==> src/rtl/syscfg_pkg.sv <==
package syscfg_pkg;
   localparam int          IDX_LOCK   = 0;
   localparam int          IDX_DEVCFG = 1;
   localparam int          IDX_AUDDIV = 2;
   localparam int          IDX_SYSID  = 3;
   localparam int          NPROT      = 2;
   localparam logic [7:0]  UNLOCK_KEY = 8'hAA;

   typedef enum logic [1:0] {
      PSEL_DEVCFG = 2'd0,
      PSEL_AUDDIV = 2'd1
   } prot_sel_e;
endpackage

==> src/rtl/syscfg_lock.sv <==
module syscfg_lock (
   input  logic clk,
   input  logic rst_n,
   input  logic any_we,
   input  logic key_hit,
   output logic armed
);
   always_ff @(posedge clk or negedge rst_n) begin
      if (!rst_n)      armed <= 1'b0;
      else if (any_we) armed <= key_hit;
   end
endmodule

==> src/rtl/syscfg_preg.sv <==
module syscfg_preg #(
   parameter int              W   = 32,
   parameter logic [W-1:0]    RST = '0
) (
   input  logic         clk,
   input  logic         rst_n,
   input  logic         wr_en,
   input  logic [W-1:0] wdata,
   output logic [W-1:0] q
);
   always_ff @(posedge clk or negedge rst_n) begin
      if (!rst_n)     q <= RST;
      else if (wr_en) q <= wdata;
   end
endmodule

==> src/rtl/syscfg_fall.sv <==
module syscfg_fall (
   input  logic clk,
   input  logic rst_n,
   input  logic level,
   output logic pulse
);
   logic prev;
   always_ff @(posedge clk or negedge rst_n) begin
      if (!rst_n) prev <= 1'b0;
      else        prev <= level;
   end
   assign pulse = prev & ~level;
endmodule

==> src/rtl/syscfg_regs.sv <==
module syscfg_regs #(
   parameter int                 DATA_W      = 32,
   parameter int                 ADDR_W      = 4,
   parameter logic [DATA_W-1:0]  DEVCFG_DFLT = '0,
   parameter int                 SWRST_BIT   = 31,
   parameter int                 SSP_BIT     = 6,
   parameter int                 AC97_BIT    = 7,
   parameter int                 REV_LSB     = 28,
   parameter int                 REV_W       = 4,
   parameter int                 REV_VAL     = 5,
   parameter logic [DATA_W-1:0]  SYSID_BASE  = '0,
   parameter bit                 EXCL_ROUTE  = 1'b1
) (
   input  logic              clk,
   input  logic              rst_n,
   input  logic              bus_we,
   input  logic [ADDR_W-1:0] bus_addr,
   input  logic [DATA_W-1:0] bus_wdata,
   output logic [DATA_W-1:0] bus_rdata,
   output logic [DATA_W-1:0] devcfg_o,
   output logic [DATA_W-1:0] auddiv_o,
   output logic              rst_req_o,
   output logic              route_ssp_o,
   output logic              route_ac97_o
);
   import syscfg_pkg::*;

   localparam logic [DATA_W-1:0] REV_MASK   = DATA_W'((64'd1 << REV_W) - 64'd1) << REV_LSB;
   localparam logic [DATA_W-1:0] REV_FIELD  = (DATA_W'(REV_VAL) << REV_LSB) & REV_MASK;
   localparam logic [DATA_W-1:0] SYSID_WORD = (SYSID_BASE & ~REV_MASK) | REV_FIELD;
   localparam logic [NPROT-1:0][DATA_W-1:0] PROT_RST = {DATA_W'(0), DEVCFG_DFLT};
   localparam logic [NPROT-1:0][ADDR_W-1:0] PROT_IDX =
      {ADDR_W'(IDX_AUDDIV), ADDR_W'(IDX_DEVCFG)};

   // elaboration-time parameter checks
   if (DATA_W < 8)                    begin : g_bad_width $error("DATA_W must hold the key byte"); end
   if (ADDR_W < 2)                    begin : g_bad_addr  $error("ADDR_W too small for four words"); end
   if (SWRST_BIT >= DATA_W)           begin : g_bad_rst   $error("SWRST_BIT outside word"); end
   if (SSP_BIT >= DATA_W || AC97_BIT >= DATA_W || SSP_BIT == AC97_BIT)
                                      begin : g_bad_route $error("route bits invalid"); end
   if (REV_W < 1 || REV_LSB + REV_W > DATA_W)
                                      begin : g_bad_rev   $error("revision field outside word"); end

   logic armed;
   logic key_hit;
   logic [NPROT-1:0][DATA_W-1:0] prot_q;

   assign key_hit = bus_we && (bus_addr == ADDR_W'(IDX_LOCK)) &&
                    (bus_wdata[7:0] == UNLOCK_KEY);

   syscfg_lock u_lock (
      .clk     (clk),
      .rst_n   (rst_n),
      .any_we  (bus_we),
      .key_hit (key_hit),
      .armed   (armed)
   );

   for (genvar i = 0; i < NPROT; i++) begin : g_prot
      logic wr_en;
      assign wr_en = bus_we && armed && (bus_addr == PROT_IDX[i]);
      syscfg_preg #(.W(DATA_W), .RST(PROT_RST[i])) u_reg (
         .clk   (clk),
         .rst_n (rst_n),
         .wr_en (wr_en),
         .wdata (bus_wdata),
         .q     (prot_q[i])
      );
   end

   assign devcfg_o = prot_q[PSEL_DEVCFG];
   assign auddiv_o = prot_q[PSEL_AUDDIV];

   syscfg_fall u_swrst (
      .clk   (clk),
      .rst_n (rst_n),
      .level (devcfg_o[SWRST_BIT]),
      .pulse (rst_req_o)
   );

   logic want_ssp, want_ac97;
   assign want_ssp  = devcfg_o[SSP_BIT];
   assign want_ac97 = devcfg_o[AC97_BIT];

   if (EXCL_ROUTE) begin : g_route_excl
      assign route_ssp_o  = want_ssp  & ~want_ac97;
      assign route_ac97_o = want_ac97 & ~want_ssp;
   end else begin : g_route_prio
      assign route_ssp_o  = want_ssp;
      assign route_ac97_o = want_ac97 & ~want_ssp;
   end

   always_comb begin
      bus_rdata = '0;
      if (bus_addr == ADDR_W'(IDX_LOCK))        bus_rdata = DATA_W'(armed);
      else if (bus_addr == ADDR_W'(IDX_DEVCFG)) bus_rdata = devcfg_o;
      else if (bus_addr == ADDR_W'(IDX_AUDDIV)) bus_rdata = auddiv_o;
      else if (bus_addr == ADDR_W'(IDX_SYSID))  bus_rdata = SYSID_WORD;
   end
endmodule

==> config.mk <==
export PLATFORM = sky130hd
export DESIGN_NAME = syscfg_regs
export DESIGN_NICKNAME = d
export VERILOG_FILES = /design/src/rtl/syscfg_pkg.sv /design/src/rtl/syscfg_lock.sv /design/src/rtl/syscfg_preg.sv /design/src/rtl/syscfg_fall.sv /design/src/rtl/syscfg_regs.sv
export SDC_FILE = /design/constraint.sdc
export NUM_CORES = 1
export LEC_CHECK = 0
export BUFFER_PORTS_ARGS = -buffer_cell sky130_fd_sc_hd__buf_2
export CELL_PAD_IN_SITES_DETAIL_PLACEMENT = 0
export CELL_PAD_IN_SITES_GLOBAL_PLACEMENT = 2
export CORE_ASPECT_RATIO = 1.4
export CORE_MARGIN = 1.5
export CORE_UTILIZATION = 33
export DETAILED_ROUTE_END_ITERATION = 10
export GPL_ROUTABILITY_DRIVEN = 0
export PLACE_DENSITY_LB_ADDON = 0.1
export SYNTH_ARGS = -nofsm -noshare
export SYNTH_HDL_FRONTEND = slang
export SYNTH_HIERARCHICAL = 1
export SYNTH_SLANG_ARGS = --single-unit
==> constraint.sdc <==
create_clock -name clk -period 3 [get_ports clk]
set_input_delay 0 -clock clk [delete_from_list [all_inputs] [get_ports clk]]
set_output_delay 0 -clock clk [all_outputs]
set_load 0.02 [all_outputs]
# After elaboration in Yosys (flattened, before gate mapping)
# Index checks and enable logic that the tools add are counted.
dict set report totals {
  in_bits 39
  regBits 66
  out_inout_bits 99
}
dict set report op_classes {
  reduce_logical 6
  n_eq_ne 4
  bitwise_logic 6
  mux 4
}
# op n
set op_table {}
lappend op_table {{$mux W32} 3}
lappend op_table {{$mux W31} 1}
lappend op_table {{$eq A4 B2 Y1 const B} 2}
lappend op_table {{$eq A8 B8 Y1 const B} 1}
lappend op_table {{$logic_and A1 B1 Y1} 5}
lappend op_table {{$eq A4 B1 Y1 const B} 1}
lappend op_table {{$logic_not A4 Y1} 1}
lappend op_table {{$and A1 B1 Y1} 3}
lappend op_table {{$not A1 Y1} 3}

# Logic depth before layout (Yosys ltp)
dict set report depth {
  word_depth 5
  depth_mapped 6
  ltp_nobuf 4
}

# By module
# The synthesis kept the hierarchy.
# mod seq_area_each_um2 n_inst cells_per_inst area_each_um2
set modules_own_cells {}
lappend modules_own_cells {syscfg_preg 800.8 2 68 1345.0}
lappend modules_own_cells {syscfg_regs 0.0 1 87 511.7}
lappend modules_own_cells {syscfg_lock 25.0 1 2 40.0}
lappend modules_own_cells {syscfg_fall 25.0 1 2 38.8}

# Least setup slack after synthesis
# OpenSTA, ideal clock, no wires.
dict set report synth_path {
  path_kind {input -> register}
  from {in bus_addr[3]}
  to {reg g_prot[1].u_reg.q[0]}
  path_buffers 3
  required_time_ps 2875
  cell_stages 6
  arrival_time_ps 1303
  setup_ps 125
  slack_ps 1572
  cell_sequence {nor4b_2 > buf_2 > and3_1 > buf_6 > buf_12 > mux2_4}
}
dict set report synth_via {
  elab_chain_len 2
}
# item line
set synth_lines {}
lappend synth_lines {{from (decl)} syscfg_regs.sv:17} ;# input logic [ADDR_W-1:0] bus_addr,
lappend synth_lines {{$eq A4 B2 Y1} syscfg_regs.sv:61} ;# assign wr_en = bus_we && armed && (bus_addr == PROT_IDX[i]);
lappend synth_lines {{$logic_and A1 B1 Y1} syscfg_regs.sv:61}
lappend synth_lines {{named net g_prot[1].wr_en} syscfg_regs.sv:60} ;# logic wr_en;
lappend synth_lines {{to (signal assigned)} syscfg_preg.sv:13} ;# else if (wr_en) q <= wdata;
lappend synth_lines {{to (decl)} syscfg_preg.sv:9} ;# output logic [W-1:0] q
# The timed path passes the listed nets, and every way through them passes these cells.
# A chain may end at the register's enable or synchronous reset.

# Worst setup path in the final report
dict set report layout_path {
  from {reg u_lock.armed}
  to {reg g_prot[0].u_reg.q[31]}
}
dict set report layout_via {
  elab_chain_len 2
}
# item line
set layout_lines {}
lappend layout_lines {{from (decl)} syscfg_lock.sv:6} ;# output logic armed
lappend layout_lines {{from (signal assigned)} syscfg_lock.sv:10} ;# else if (any_we) armed <= key_hit;
lappend layout_lines {{$logic_and A1 B1 Y1 (2 in a row)} syscfg_regs.sv:61}
lappend layout_lines {{named net g_prot[0].wr_en} syscfg_regs.sv:60}
lappend layout_lines {{to (signal assigned)} syscfg_preg.sv:13}
lappend layout_lines {{to (decl)} syscfg_preg.sv:9}
# The timed path passes the listed nets, and every way through them passes these cells.

==> results.md <==
- The run finished with clean final reports.
- TritonCTS built the clock tree.
- The clock network power share is 0.505.
- The library cells used most frequently in the layout, excluding fill and tap cells, are sky130_fd_sc_hd__buf_2 (137), sky130_fd_sc_hd__dfrtp_1 (66), sky130_fd_sc_hd__mux2_4 (61).
- Across the run, the number of max-cap violations was 0.
- Using the TritonRoute via totals, the vias-per-cell ratio works out to 4.69.
- TritonCTS created 9 clock buffers.
- After detailed routing, the number of remaining DRC violations is 0.
- Setup slack on the worst reg-to-reg path comes out at 1.34 ns.
- The number of nets with antenna violations after detailed routing is 0.
- Post-CTS repair changed the size of 0 cells.
- The area of the die is 10600 um^2.
- The number of global-route vias before repair is 2517.
- The growth of design area from synthesis to finish is 42.1%.
- The final setup violation count is 0.
- The ratio of final minimum period to clock period is 0.554.
- The internal power of the cells totals 1.59 mW.
- The synthesized netlist cell count is 227.
- The simple-gate portion of the synthesized area is 0.0675.
- The terminus of the critical flop-to-flop path is g_prot[0].u_reg/q[31].
- After the last flow step, the layout net total stands at 437.
- The sum of routed wire length over all layers is 8450 um.
- The type of destination of the critical path is a flop.
- The area share of the largest cell type after synthesis is 0.503.
- The startpoint of the worst-slack reg-to-reg timing path is u_lock/armed.
- Of the total power, the share spent switching nets is 0.222.
- The largest single stage delay on the critical path is 0.53 ns.
- The floorplan step set the die width to 87.3 um.
- The portion of netlist area occupied by mux cells is 0.293.
- The length of the first detailed-routing pass in iterations is 4.
- The cell with the largest stage delay on the worst path is sky130_fd_sc_hd__buf_4.
- Subtracting the final worst setup slack from the clock period gives 1.66 ns.
- The max-slew violation count came to 0.
- Walking the worst path, the cells encountered are and4_2 > buf_4 > mux2_2.
- Across every metal layer, demand over resource in global routing totals 0.164.
- The worst relative slew slack is 0.462.
- The starting density of the core is 0.343.
- Data on the critical path is required at its endpoint by 3.21 ns.
- The number of distinct standard cells referenced by the synthesized netlist is 24.
- The total net switching power is 453 uW.
- The combinational cell fraction of total power is 0.058.
- The final clock skew is 0.00449 ns.
- The final core utilization is 0.487.
- The flip-flop and latch count after synthesis is 66.
- In this run the count of I/O pins placed on the die edge is 138.
- The maximum clock path buffer count is 2.
- The adder-cell share of the synthesized area is 0.
- After floorplanning, the core was sized to cover 9560 um^2.
- Dividing total power by cell area gives a power density of 437 nW/um^2.
- The count of yosys warnings during synthesis is 6.
- The number of nets in the synthesized netlist is 266.
- Setup repair after global routing left no endpoint under its margin.
- The synthesized netlist occupies a cell area of 3280 um^2.
- The clock sink count is 66.
- The site row count is 42.
- The number of cells on the worst reg-to-reg path is 3.
- The total number of vias is 2509.
- Timing would allow up to 602 MHz.
- The library cell used most frequently in the layout, excluding fill and tap cells, is sky130_fd_sc_hd__buf_2.
- The final global-route overflow total is 0.
- The final hold violation count is 0.
- After detailed routing, the average wire length per cell comes to 15.8 um.
- By area, the combinational part of the netlist is dominated by multiplexers.
- The fraction of layout cells with a size suffix above 1 is 0.571.
- The complex-gate fraction of the synthesized area came to 0.0778.
- The category of the critical setup timing path is flop to flop.
- Of all nets on the critical path, the largest fanout is 32.
- In the post-synthesis netlist, the biggest area contributors are sky130_fd_sc_hd__dfrtp_1 (50%), sky130_fd_sc_hd__mux2_4 (28%), sky130_fd_sc_hd__a22oi_1 (6.9%).
- After clock tree synthesis, the clock-pin slew on the worst setup and hold paths is 0.06 ns.
- The arrival time of the worst setup path is 1.87 ns.
- The sequential area share after synthesis is 0.503.
- The largest area contributor in the synthesized netlist is sky130_fd_sc_hd__dfrtp_1.
- The pin count of the biggest net entering global routing is 37.
- The static leakage is 2.51 nW.
- The initial antenna violation count is 0.
- The overall power of the completed layout is 2.04 mW.
- The root buffer cell is sky130_fd_sc_hd__clkbuf_16.
- The total negative slack for setup checks is 0 ns.
- The clock tree synthesis step divided the H-tree into 3 levels.
- The first global-routing pass estimated 13200 um of wire.
- In this run the vertical extent of the chip is 121 um.
- The number of DRC markers after the initial detailed-route iteration is 113.
- VDD sags by at most 254 uV.
- After legalization and detailed placement, the total HPWL measured 5580 um.
- The measured slew at the worst slew-check pin is 0.807 ns.
- The later-pin clock latency in the skew report is 0.33 ns.
- The synthesized area divided by synthesized cell count is 14.5 um^2.
- The xor-xnor portion of the synthesized cell area is 0.
- The class of the tightest hold or removal check is primary input to async pin.
- The number of antenna repair diodes is 0.
- During placement, the flow inserted port buffers numbering 137.
- The category of the worst setup path launch point is a flop.
- The share of total power dissipated in sequential elements is 0.437.
## flip-flops by register name (all words and copies together), names as in the netlist
register / cells
g_prot.u_reg/q: 64
u_lock/armed: 1
u_swrst/prev: 1
## layout make-up
cell class	count	area, um^2
fillers	909	4900
flip-flops and latches	66	1650
multi-input cells	143	1460
repair buffers	177	1080
clock buffers	9	225
well taps	132	165
clock inverters	7	70.1
inverters	1	3.75
## synth_stat cells, drive strengths merged
| master | count |
|---|---|
| a211oi | 2 |
| a21oi | 1 |
| a22oi | 30 |
| and3 | 1 |
| and4 | 1 |
| buf | 17 |
| dfrtp | 66 |
| inv | 1 |
| mux2 | 65 |
| nand2 | 2 |
| nand2b | 1 |
| nand4 | 1 |
| nor2 | 29 |
| nor2b | 3 |
| nor3 | 1 |
| nor4 | 1 |
| nor4b | 2 |
| nor4bb | 1 |
| o21ai | 2 |
## worst max-delay path: cells and delay by family, from the launching register on
kind	cells	cell delay (ns)
buffers and inverters	1	0.53
multiplexers	1	0.40
flip-flops	1	0.38
AND/OR/NAND/NOR	1	0.22
## worst max-delay path by stage
stage	from	endpoint	slack, ns	depth (start not counted)
2_1_floorplan	bus_addr[3]	g_prot[1].u_reg/q[0]	1.57	6
3_3_place_gp	bus_addr[3]	g_prot[1].u_reg/q[31]	1.26	5
3_5_place_dp	bus_addr[3]	g_prot[1].u_reg/q[31]	1.24	5
4_1_cts	u_lock/armed	g_prot[0].u_reg/q[31]	1.32	3
5_1_grt	u_lock/armed	g_prot[0].u_reg/q[29]	1.25	3
6_report	u_lock/armed	g_prot[0].u_reg/q[31]	1.34	3
## logic make-up after synthesis
family	after synthesis
flops	66
mux	65
simple gates	43
compound gates	35
buf+inv	18
## metal layers
layer | global-route usage | wire length [um]
met1 | 0.215 | 3740
met2 | 0.264 | 4160
met3 | 0.0347 | 446
met4 | 0.0625 | 99
met5 | 0 | 0
## power by group through the flow
stage	Combinational, mW	Sequential [mW]	Clock (mW)
2_1_floorplan	0.0180	0.907	0
3_3_place_gp	0.0844	0.907	0
3_5_place_dp	0.0860	0.907	0
4_1_cts	0.121	0.891	1.06
5_1_grt	0.131	0.890	1.10
6_report	0.118	0.891	1.03
## through the flow
stage,hold slack (ns),area (um^2),instances,setup WS [ns]
after floorplan,-0.296,3280,227,1.57
after global placement,0.129,4030,485,1.26
after detailed placement,0.147,4030,485,1.24
after CTS,0.342,4660,535,1.32
after global routing,0.372,4660,535,1.25
final,0.308,4660,535,1.34
## what timing repair did
action                                  in CTS  in global routing
hold endpoints to repair                   100                  0
hold buffers                                34                  0
endpoints found under the setup margin       0                  0
setup buffers                                0                  0
Power figures use the tool's default switching activity.
